$ cat src/rtl/ipi_pkg.sv
// Shared constants and types for the inter-processor interrupt command unit.
// Assumes byte offsets on a 12-bit register window and 32-bit data words.
package ipi_pkg;
    parameter int ADDR_W = 12;
    parameter int DATA_W = 32;
    parameter int DEST_W = 8;
    parameter int VEC_W  = 8;
    parameter int MODE_W = 3;

    localparam logic [ADDR_W-1:0] OFS_LO = 12'h300;
    localparam logic [ADDR_W-1:0] OFS_HI = 12'h310;

    localparam int BIT_MODE   = 8;
    localparam int BIT_BUSY   = 12;
    localparam int BIT_ASSERT = 14;
    localparam int BIT_LEVEL  = 15;
    localparam int BIT_BCAST  = 19;
    localparam int DEST_LSB   = DATA_W - DEST_W;

    typedef enum logic [MODE_W-1:0] {
        MODE_FIXED   = 3'b000,
        MODE_INIT    = 3'b101,
        MODE_STARTUP = 3'b110
    } dmode_e;

    typedef struct packed {
        logic              bcast;
        logic              level;
        logic              asrt;
        logic [MODE_W-1:0] mode;
        logic [VEC_W-1:0]  vector;
    } cmd_lo_t;

    typedef struct packed {
        logic [DEST_W-1:0] dest;
        cmd_lo_t           lo;
    } ipi_msg_t;
endpackage

$ cat src/rtl/ipi_cmd_regs.sv
// Command register storage and read decode.
// Holds the destination word and the last accepted lower-word fields, and
// merges the live busy flag into lower-word reads. Assumes the caller
// qualifies lo_accept with busy and handshake state.
module ipi_cmd_regs
    import ipi_pkg::*;
(
    input  logic              clk,
    input  logic              rst_n,
    input  logic              wr_en,
    input  logic [ADDR_W-1:0] wr_addr,
    input  logic [DATA_W-1:0] wr_data,
    input  logic              lo_accept,
    input  logic [ADDR_W-1:0] rd_addr,
    input  logic              busy,
    output logic [DEST_W-1:0] dest_q,
    output cmd_lo_t           lo_d,
    output logic [DATA_W-1:0] rd_data
);
    cmd_lo_t lo_q;

    // Extract lower-word fields from the write data.
    always_comb begin
        lo_d.vector = wr_data[VEC_W-1:0];
        lo_d.mode   = wr_data[BIT_MODE +: MODE_W];
        lo_d.asrt   = wr_data[BIT_ASSERT];
        lo_d.level  = wr_data[BIT_LEVEL];
        lo_d.bcast  = wr_data[BIT_BCAST];
    end

    // Store the destination on every upper-word write.
    always_ff @(posedge clk) begin
        if (!rst_n)
            dest_q <= '0;
        else if (wr_en && wr_addr == OFS_HI)
            dest_q <= wr_data[DATA_W-1:DEST_LSB];
    end

    // Store the lower-word fields only when a launch is accepted.
    always_ff @(posedge clk) begin
        if (!rst_n)
            lo_q <= '0;
        else if (lo_accept)
            lo_q <= lo_d;
    end

    // Read decode with the live delivery-status bit merged in.
    always_comb begin
        rd_data = '0;
        if (rd_addr == OFS_LO) begin
            rd_data[VEC_W-1:0]          = lo_q.vector;
            rd_data[BIT_MODE +: MODE_W] = lo_q.mode;
            rd_data[BIT_BUSY]           = busy;
            rd_data[BIT_ASSERT]         = lo_q.asrt;
            rd_data[BIT_LEVEL]          = lo_q.level;
            rd_data[BIT_BCAST]          = lo_q.bcast;
        end else if (rd_addr == OFS_HI) begin
            rd_data[DATA_W-1:DEST_LSB]  = dest_q;
        end
    end

    p_hi_store_r2: assert property (@(posedge clk) disable iff (!rst_n)
        (wr_en && wr_addr == OFS_HI) |=> (dest_q == $past(wr_data[DATA_W-1:DEST_LSB])));
    p_lo_hold_r5: assert property (@(posedge clk) disable iff (!rst_n)
        !lo_accept |=> $stable(lo_q));
endmodule

$ cat src/rtl/ipi_msg_port.sv
// Pending-message register and valid/ready output stage.
// Captures a message on launch, holds it until the handshake completes, and
// drives busy. A broadcast launch forces the destination to all ones.
module ipi_msg_port
    import ipi_pkg::*;
(
    input  logic              clk,
    input  logic              rst_n,
    input  logic              launch,
    input  cmd_lo_t           lo_d,
    input  logic [DEST_W-1:0] dest_q,
    input  logic              msg_ready,
    output logic              msg_valid,
    output ipi_msg_t          msg_q
);
    // Track the pending state: set on launch, clear on handshake.
    always_ff @(posedge clk) begin
        if (!rst_n)
            msg_valid <= 1'b0;
        else if (launch)
            msg_valid <= 1'b1;
        else if (msg_valid && msg_ready)
            msg_valid <= 1'b0;
    end

    // Capture the message contents at launch.
    always_ff @(posedge clk) begin
        if (!rst_n)
            msg_q <= '0;
        else if (launch) begin
            msg_q.lo   <= lo_d;
            msg_q.dest <= lo_d.bcast ? {DEST_W{1'b1}} : dest_q;
        end
    end

    p_launch_r3: assert property (@(posedge clk) disable iff (!rst_n)
        launch |=> msg_valid);
    p_hold_r6: assert property (@(posedge clk) disable iff (!rst_n)
        (msg_valid && !msg_ready) |=> (msg_valid && $stable(msg_q)));
    p_clear_r7: assert property (@(posedge clk) disable iff (!rst_n)
        (msg_valid && msg_ready && !launch) |=> !msg_valid);
    p_bcast_dest_r9: assert property (@(posedge clk) disable iff (!rst_n)
        (msg_valid && msg_q.lo.bcast) |-> (msg_q.dest == {DEST_W{1'b1}}));
endmodule

$ cat src/rtl/ipi_cmd_unit.sv
// Top of the inter-processor interrupt command unit.
// Decides whether a lower-word write launches a message (idle, or the
// pending one completes its handshake in the same cycle) and wires the
// register and output stages together.
module ipi_cmd_unit
    import ipi_pkg::*;
(
    input  logic              clk,
    input  logic              rst_n,
    input  logic              wr_en,
    input  logic [ADDR_W-1:0] wr_addr,
    input  logic [DATA_W-1:0] wr_data,
    input  logic [ADDR_W-1:0] rd_addr,
    output logic [DATA_W-1:0] rd_data,
    output logic              msg_valid,
    input  logic              msg_ready,
    output logic [DEST_W-1:0] msg_dest,
    output logic [VEC_W-1:0]  msg_vector,
    output logic [MODE_W-1:0] msg_mode,
    output logic              msg_level,
    output logic              msg_assert,
    output logic              msg_bcast
);
    logic              launch;
    logic [DEST_W-1:0] dest_q;
    cmd_lo_t           lo_d;
    ipi_msg_t          msg_q;

    // Accept a launch when idle or when the pending message leaves now.
    always_comb
        launch = wr_en && (wr_addr == OFS_LO) && (!msg_valid || msg_ready);

    ipi_cmd_regs u_regs (
        .clk(clk), .rst_n(rst_n), .wr_en(wr_en), .wr_addr(wr_addr),
        .wr_data(wr_data), .lo_accept(launch), .rd_addr(rd_addr),
        .busy(msg_valid), .dest_q(dest_q), .lo_d(lo_d), .rd_data(rd_data)
    );

    ipi_msg_port u_port (
        .clk(clk), .rst_n(rst_n), .launch(launch), .lo_d(lo_d),
        .dest_q(dest_q), .msg_ready(msg_ready), .msg_valid(msg_valid),
        .msg_q(msg_q)
    );

    // Flatten the message onto the output pins.
    always_comb begin
        msg_dest   = msg_q.dest;
        msg_vector = msg_q.lo.vector;
        msg_mode   = msg_q.lo.mode;
        msg_level  = msg_q.lo.level;
        msg_assert = msg_q.lo.asrt;
        msg_bcast  = msg_q.lo.bcast;
    end

    p_busy_bit_r4: assert property (@(posedge clk) disable iff (!rst_n)
        (rd_addr == OFS_LO) |-> (rd_data[BIT_BUSY] == msg_valid));
    p_b2b_r8: assert property (@(posedge clk) disable iff (!rst_n)
        (msg_valid && msg_ready && wr_en && wr_addr == OFS_LO) |=> msg_valid);
    p_ignore_r5: assert property (@(posedge clk) disable iff (!rst_n)
        (msg_valid && !msg_ready && wr_en && wr_addr == OFS_LO) |=> $stable(msg_vector));
endmodule

$ cat config.mk
export PLATFORM = sky130hd
export DESIGN_NAME = ipi_cmd_unit
export DESIGN_NICKNAME = d
export VERILOG_FILES = /design/src/rtl/ipi_pkg.sv /design/src/rtl/ipi_cmd_regs.sv /design/src/rtl/ipi_msg_port.sv /design/src/rtl/ipi_cmd_unit.sv
export SDC_FILE = /design/constraint.sdc
export NUM_CORES = 1
export LEC_CHECK = 0
export ABC_CLOCK_PERIOD_IN_PS = 3700
export BUFFER_PORTS_ARGS = -buffer_cell sky130_fd_sc_hd__buf_2
export CORE_MARGIN = 5
export CORE_UTILIZATION = 43
export CTS_CLUSTER_DIAMETER = 60
export DETAILED_ROUTE_END_ITERATION = 8
export HOLD_SLACK_MARGIN = 0.06
export PLACE_DENSITY_LB_ADDON = 0.12
export SLEW_MARGIN = 5
export SYNTH_ARGS = -nofsm -noshare
export SYNTH_HDL_FRONTEND = slang
export SYNTH_SLANG_ARGS = --single-unit
$ cat constraint.sdc
create_clock -name clk -period 3.7 [get_ports clk]
set_input_delay 0.37 -clock clk [delete_from_list [all_inputs] [get_ports clk]]
set_output_delay 0.37 -clock clk [all_outputs]
set_load 0.02 [all_outputs]
==> results.txt <==
For the count of max-cap constraint violations, the log shows 0. By instance count, the leading cell after synthesis is sky130_fd_sc_hd__dfxtp_1. TritonCTS built the clock tree. Die boundary height: 70.4 um.

During synthesis, Yosys emitted a total of 0 warnings. Number of clock sinks: 31. For this block, the routed nets add up to 4030 um of wire.

Share of async-settable or async-resettable flops after synthesis: 0%. Synthesis instantiated 24 different standard cells from the library. After the first detailed-routing iteration, the DRC count stood at 64. After synthesis, the mean cell area works out to 8.44 um2. The worst slack at placement is 1.49 ns, and the first-pass GRT wire length is 6260 um. After layout, the design draws a total of 0.000682 W. Setup repair after global routing left no endpoint under its margin.

The longest clock path from root to sink contains 2 buffers. Along the worst path, the maximum fanout reaches 15. Sequential cells were found to cover 39.6% of the synthesized design area. The run gives 0 as the count of cells resized by post-cts repair. Once detail routing completed, the nets flagged for antenna violations numbered 0. The final layout contains 331 nets.

Among cell families on the critical path, the largest total delay comes from simple AND/OR/NAND/NOR gates. The tools report the worst max-slew margin expressed relative to the limit as 36.2%. For the final routed database, the setup TNS stands at 0 ns. In the final layout, the share of cells above drive strength 1 is 40.1%. The placement-stage cell area was 1980 um2; the final critical-path share of the clock period was 58.6%.

The floorplan has 22 rows. The pin count of the biggest net entering global routing is 62, and the total number of H-tree levels is 2. Sorting the synthesized cells by how often they occur yields sky130_fd_sc_hd__dfxtp_1 (31), sky130_fd_sc_hd__nand2_1 (24), sky130_fd_sc_hd__and2_1 (23), sky130_fd_sc_hd__o211ai_1 (22), sky130_fd_sc_hd__o21ai_1 (20). The cell with the biggest individual delay on the critical path was sky130_fd_sc_hd__nor4_4. Total number of vias: 1,548. The TritonCTS buffer count is 5.

The synthesized flop and latch total is 31, and the required time of the critical path is 3.33 ns. Initial core utilization: 43.5%. Clock-pin slew was measured on the worst setup and hold paths at 0.06 ns. Once layout is done, the placed cells without fillers occupy 2080 um2.

After global routing the overflow that remains totals 0. The via count of the first global-routing pass was 1,402. In this run the biggest area consumer among cell types represents 39.6% of the synthesized area. The detailed-route vias per instance is 4.84.

The die covers 4960 um2. 115 I/O pins were placed. Dividing the detail-routed wire length by the instance count gives 12.6 um.

The shortest period the worst path allows was 2.17 ns. After clock tree synthesis, the flow added hold-fix buffers numbering 0. In this run the horizontal extent of the chip is 70.4 um.

The run gives 0 as the initial antenna violation count. The critical path class was in2out. Yosys attributes the largest share of cell area to sky130_fd_sc_hd__dfxtp_1 (40%), sky130_fd_sc_hd__o211ai_1 (11%), sky130_fd_sc_hd__and2_1 (9.2%), sky130_fd_sc_hd__o21ai_1 (6.4%), sky130_fd_sc_hd__o21ai_0 (5.7%). After filler insertion, the fill cell instance count of the layout stands at 365.

The count of flip-flops with a built-in enable after synthesis was 0. At the end of routability-driven placement, the weighted congestion stood at 0.711. For this run, the total global-route usage over all layers was measured as 15.6%. The synthesized netlist occupies a cell area of 1570 um2.

Together, buffers and inverters on the worst path number 2. The kind of launch point of the worst setup path was a primary input. For the final-report setup violation count, the log shows 0. The slew of the pin with the lowest slew margin is 0.957 ns. Counting every instance in the synthesized netlist gives 186. The setup skew after layout came out at 0.00183 ns. The tools report the final hold violation count as 0.

After floorplanning, the core was sized to cover 3610 um2. IR analysis of the VDD net gives a maximum drop of 0.270 mV. Detailed placement finished with a half-perimeter wire length of 2940 um.

Derived from the worst setup path, the maximum achievable clock frequency is 461 MHz. For this run, the slowest stage of the critical path takes 0.54 ns. Among all flip-flop cells after synthesis, the most frequent one is sky130_fd_sc_hd__dfxtp_1. The logs give 0 for the count of inserted antenna diode cells and 0 for the detailed-route DRC error count. The number of buffers added on ports came out at 95. In the post-route analysis, the smallest setup slack over all paths is 1.53 ns.

The area growth from synthesis to layout works out to 32.8%. Traced cell by cell, the critical path runs through buf_2, nor4_1, nand2_1, nor4_4, and2_1, buf_2. The tools report the type of element capturing the critical path as a primary output.

Buffers added to address setup during post-CTS repair amount to 0. The flow ran to the end, and the final reports show no timing, DRC or antenna violations. Counting stages on the worst path, the most repeated cell is sky130_fd_sc_hd__buf_2.

The tools report the critical path startpoint as rd_addr[1]. The worst hold path begins at wr_data[9]. The later pin in the worst-skew pair is clocked with a latency of 0.28 ns. For the number of optimization iterations in the first detailed-route pass, the log shows 4.

Post-synthesis cell type with the largest combined area: sky130_fd_sc_hd__dfxtp_1. The startpoint identified for the worst register-to-register timing path is u_port.msg_valid$_SDFFE_PN0P_. For the reported leakage power, the log shows 0.998 nW. The tree is rooted in a sky130_fd_sc_hd__clkbuf_8. Data arrival at the endpoint of the critical path: 1.80 ns. The tools report the final max-slew violation count as 0. The power density relative to cell area came out at 328 nW/um2. The path class of the lowest-slack min-delay path is in2reg.
==> where the power goes <==
part | internal (W) | leakage, nW | total, W | switching [W]
Clock | 0.000169 | 0.0515 | 0.000286 | 0.000117
Combinational | 0.0000249 | 0.697 | 0.0000625 | 0.0000376
Sequential | 0.000334 | 0.250 | 0.000334 | 0.0000000206
Total | 0.000528 | 0.998 | 0.000682 | 0.000154
==> final cells by class <==
class	instances	area, um2	share of cell area [%]
repair buffers	95	475	22.8
multi-input cells	138	827	39.7
well taps	48	60.1	2.88
clock buffers	8	100	4.80
flip-flops and latches	31	621	29.8
==> stage by stage <==
step	util (%)	hold slack [ns]	cells
after floorplan	-	0.453	194
after detailed placement	55.0	0.471	312
after CTS	57.8	0.316	320
after global routing	57.8	0.319	320
final	57.8	0.320	320
after global placement	55.0	0.469	312
==> worst reg2reg max path: stages, from the launching register on <==
cell                      delay [ns]
sky130_fd_sc_hd__dfxtp_1        0.33
sky130_fd_sc_hd__nor2b_1        0.16
sky130_fd_sc_hd__or2_1          0.64
sky130_fd_sc_hd__or2_4          0.42
sky130_fd_sc_hd__o21ai_0        0.13
==> routing by layer <==
| layer | vias to the layer above | GRT usage (%) | wire length [um] |
|---|---|---|---|
| met2 | 55 | 26.8 | 1920 |
| met1 | 679 | 18.2 | 1710 |
| li1 | 806 | - | - |
| met5 | - | 0 | 0 |
| met3 | 8 | 4.32 | 343 |
| met4 | 0 | 5.74 | 57 |
==> kinds of logic (layout without fill, tap and decap cells) <==
logic type | after synthesis | count (layout) | synth area share (%)
AND/OR/NAND/NOR | 68 | 68 | 27.4
AO/OA/AOI/OAI | 61 | 61 | 23.1
other | 1 | 9 | 0.239
flip-flops | 31 | 31 | 39.6
buffers and inverters | 25 | 103 | 9.65
==> registers in the layout, summed over array words and instances (netlist names) <==
name / cells
u_port.msg_q: 16
u_regs.lo_q: 6
u_port.msg_valid: 1
u_regs.dest_q: 8
==> worst paths after layout <==
check,slack [ns],cells after the start,endpoint
hold / removal,0.32,3,u_regs.lo_q[9]$_SDFFE_PN0P_
hold reg to reg,0.48,2,u_regs.dest_q[1]$_SDFFE_PN0P_
setup reg to reg,1.90,4,u_port.msg_q[5]$_SDFFE_PN0P_
setup / recovery,1.53,6,rd_data[12]
==> layout by cell type (no fill, tap or decap), types with 2 or more instances in the layout <==
cell,n
sky130_fd_sc_hd__and2_1,23
sky130_fd_sc_hd__buf_2,95
sky130_fd_sc_hd__clkbuf_8,7
sky130_fd_sc_hd__conb_1,9
sky130_fd_sc_hd__dfxtp_1,31
sky130_fd_sc_hd__nand2_1,24
sky130_fd_sc_hd__nand3_1,8
sky130_fd_sc_hd__nor4_1,2
sky130_fd_sc_hd__nor4_4,2
sky130_fd_sc_hd__nor4b_4,2
sky130_fd_sc_hd__o211ai_1,22
sky130_fd_sc_hd__o21ai_0,18
sky130_fd_sc_hd__o21ai_1,20
(Power assumes the default switching activity.)
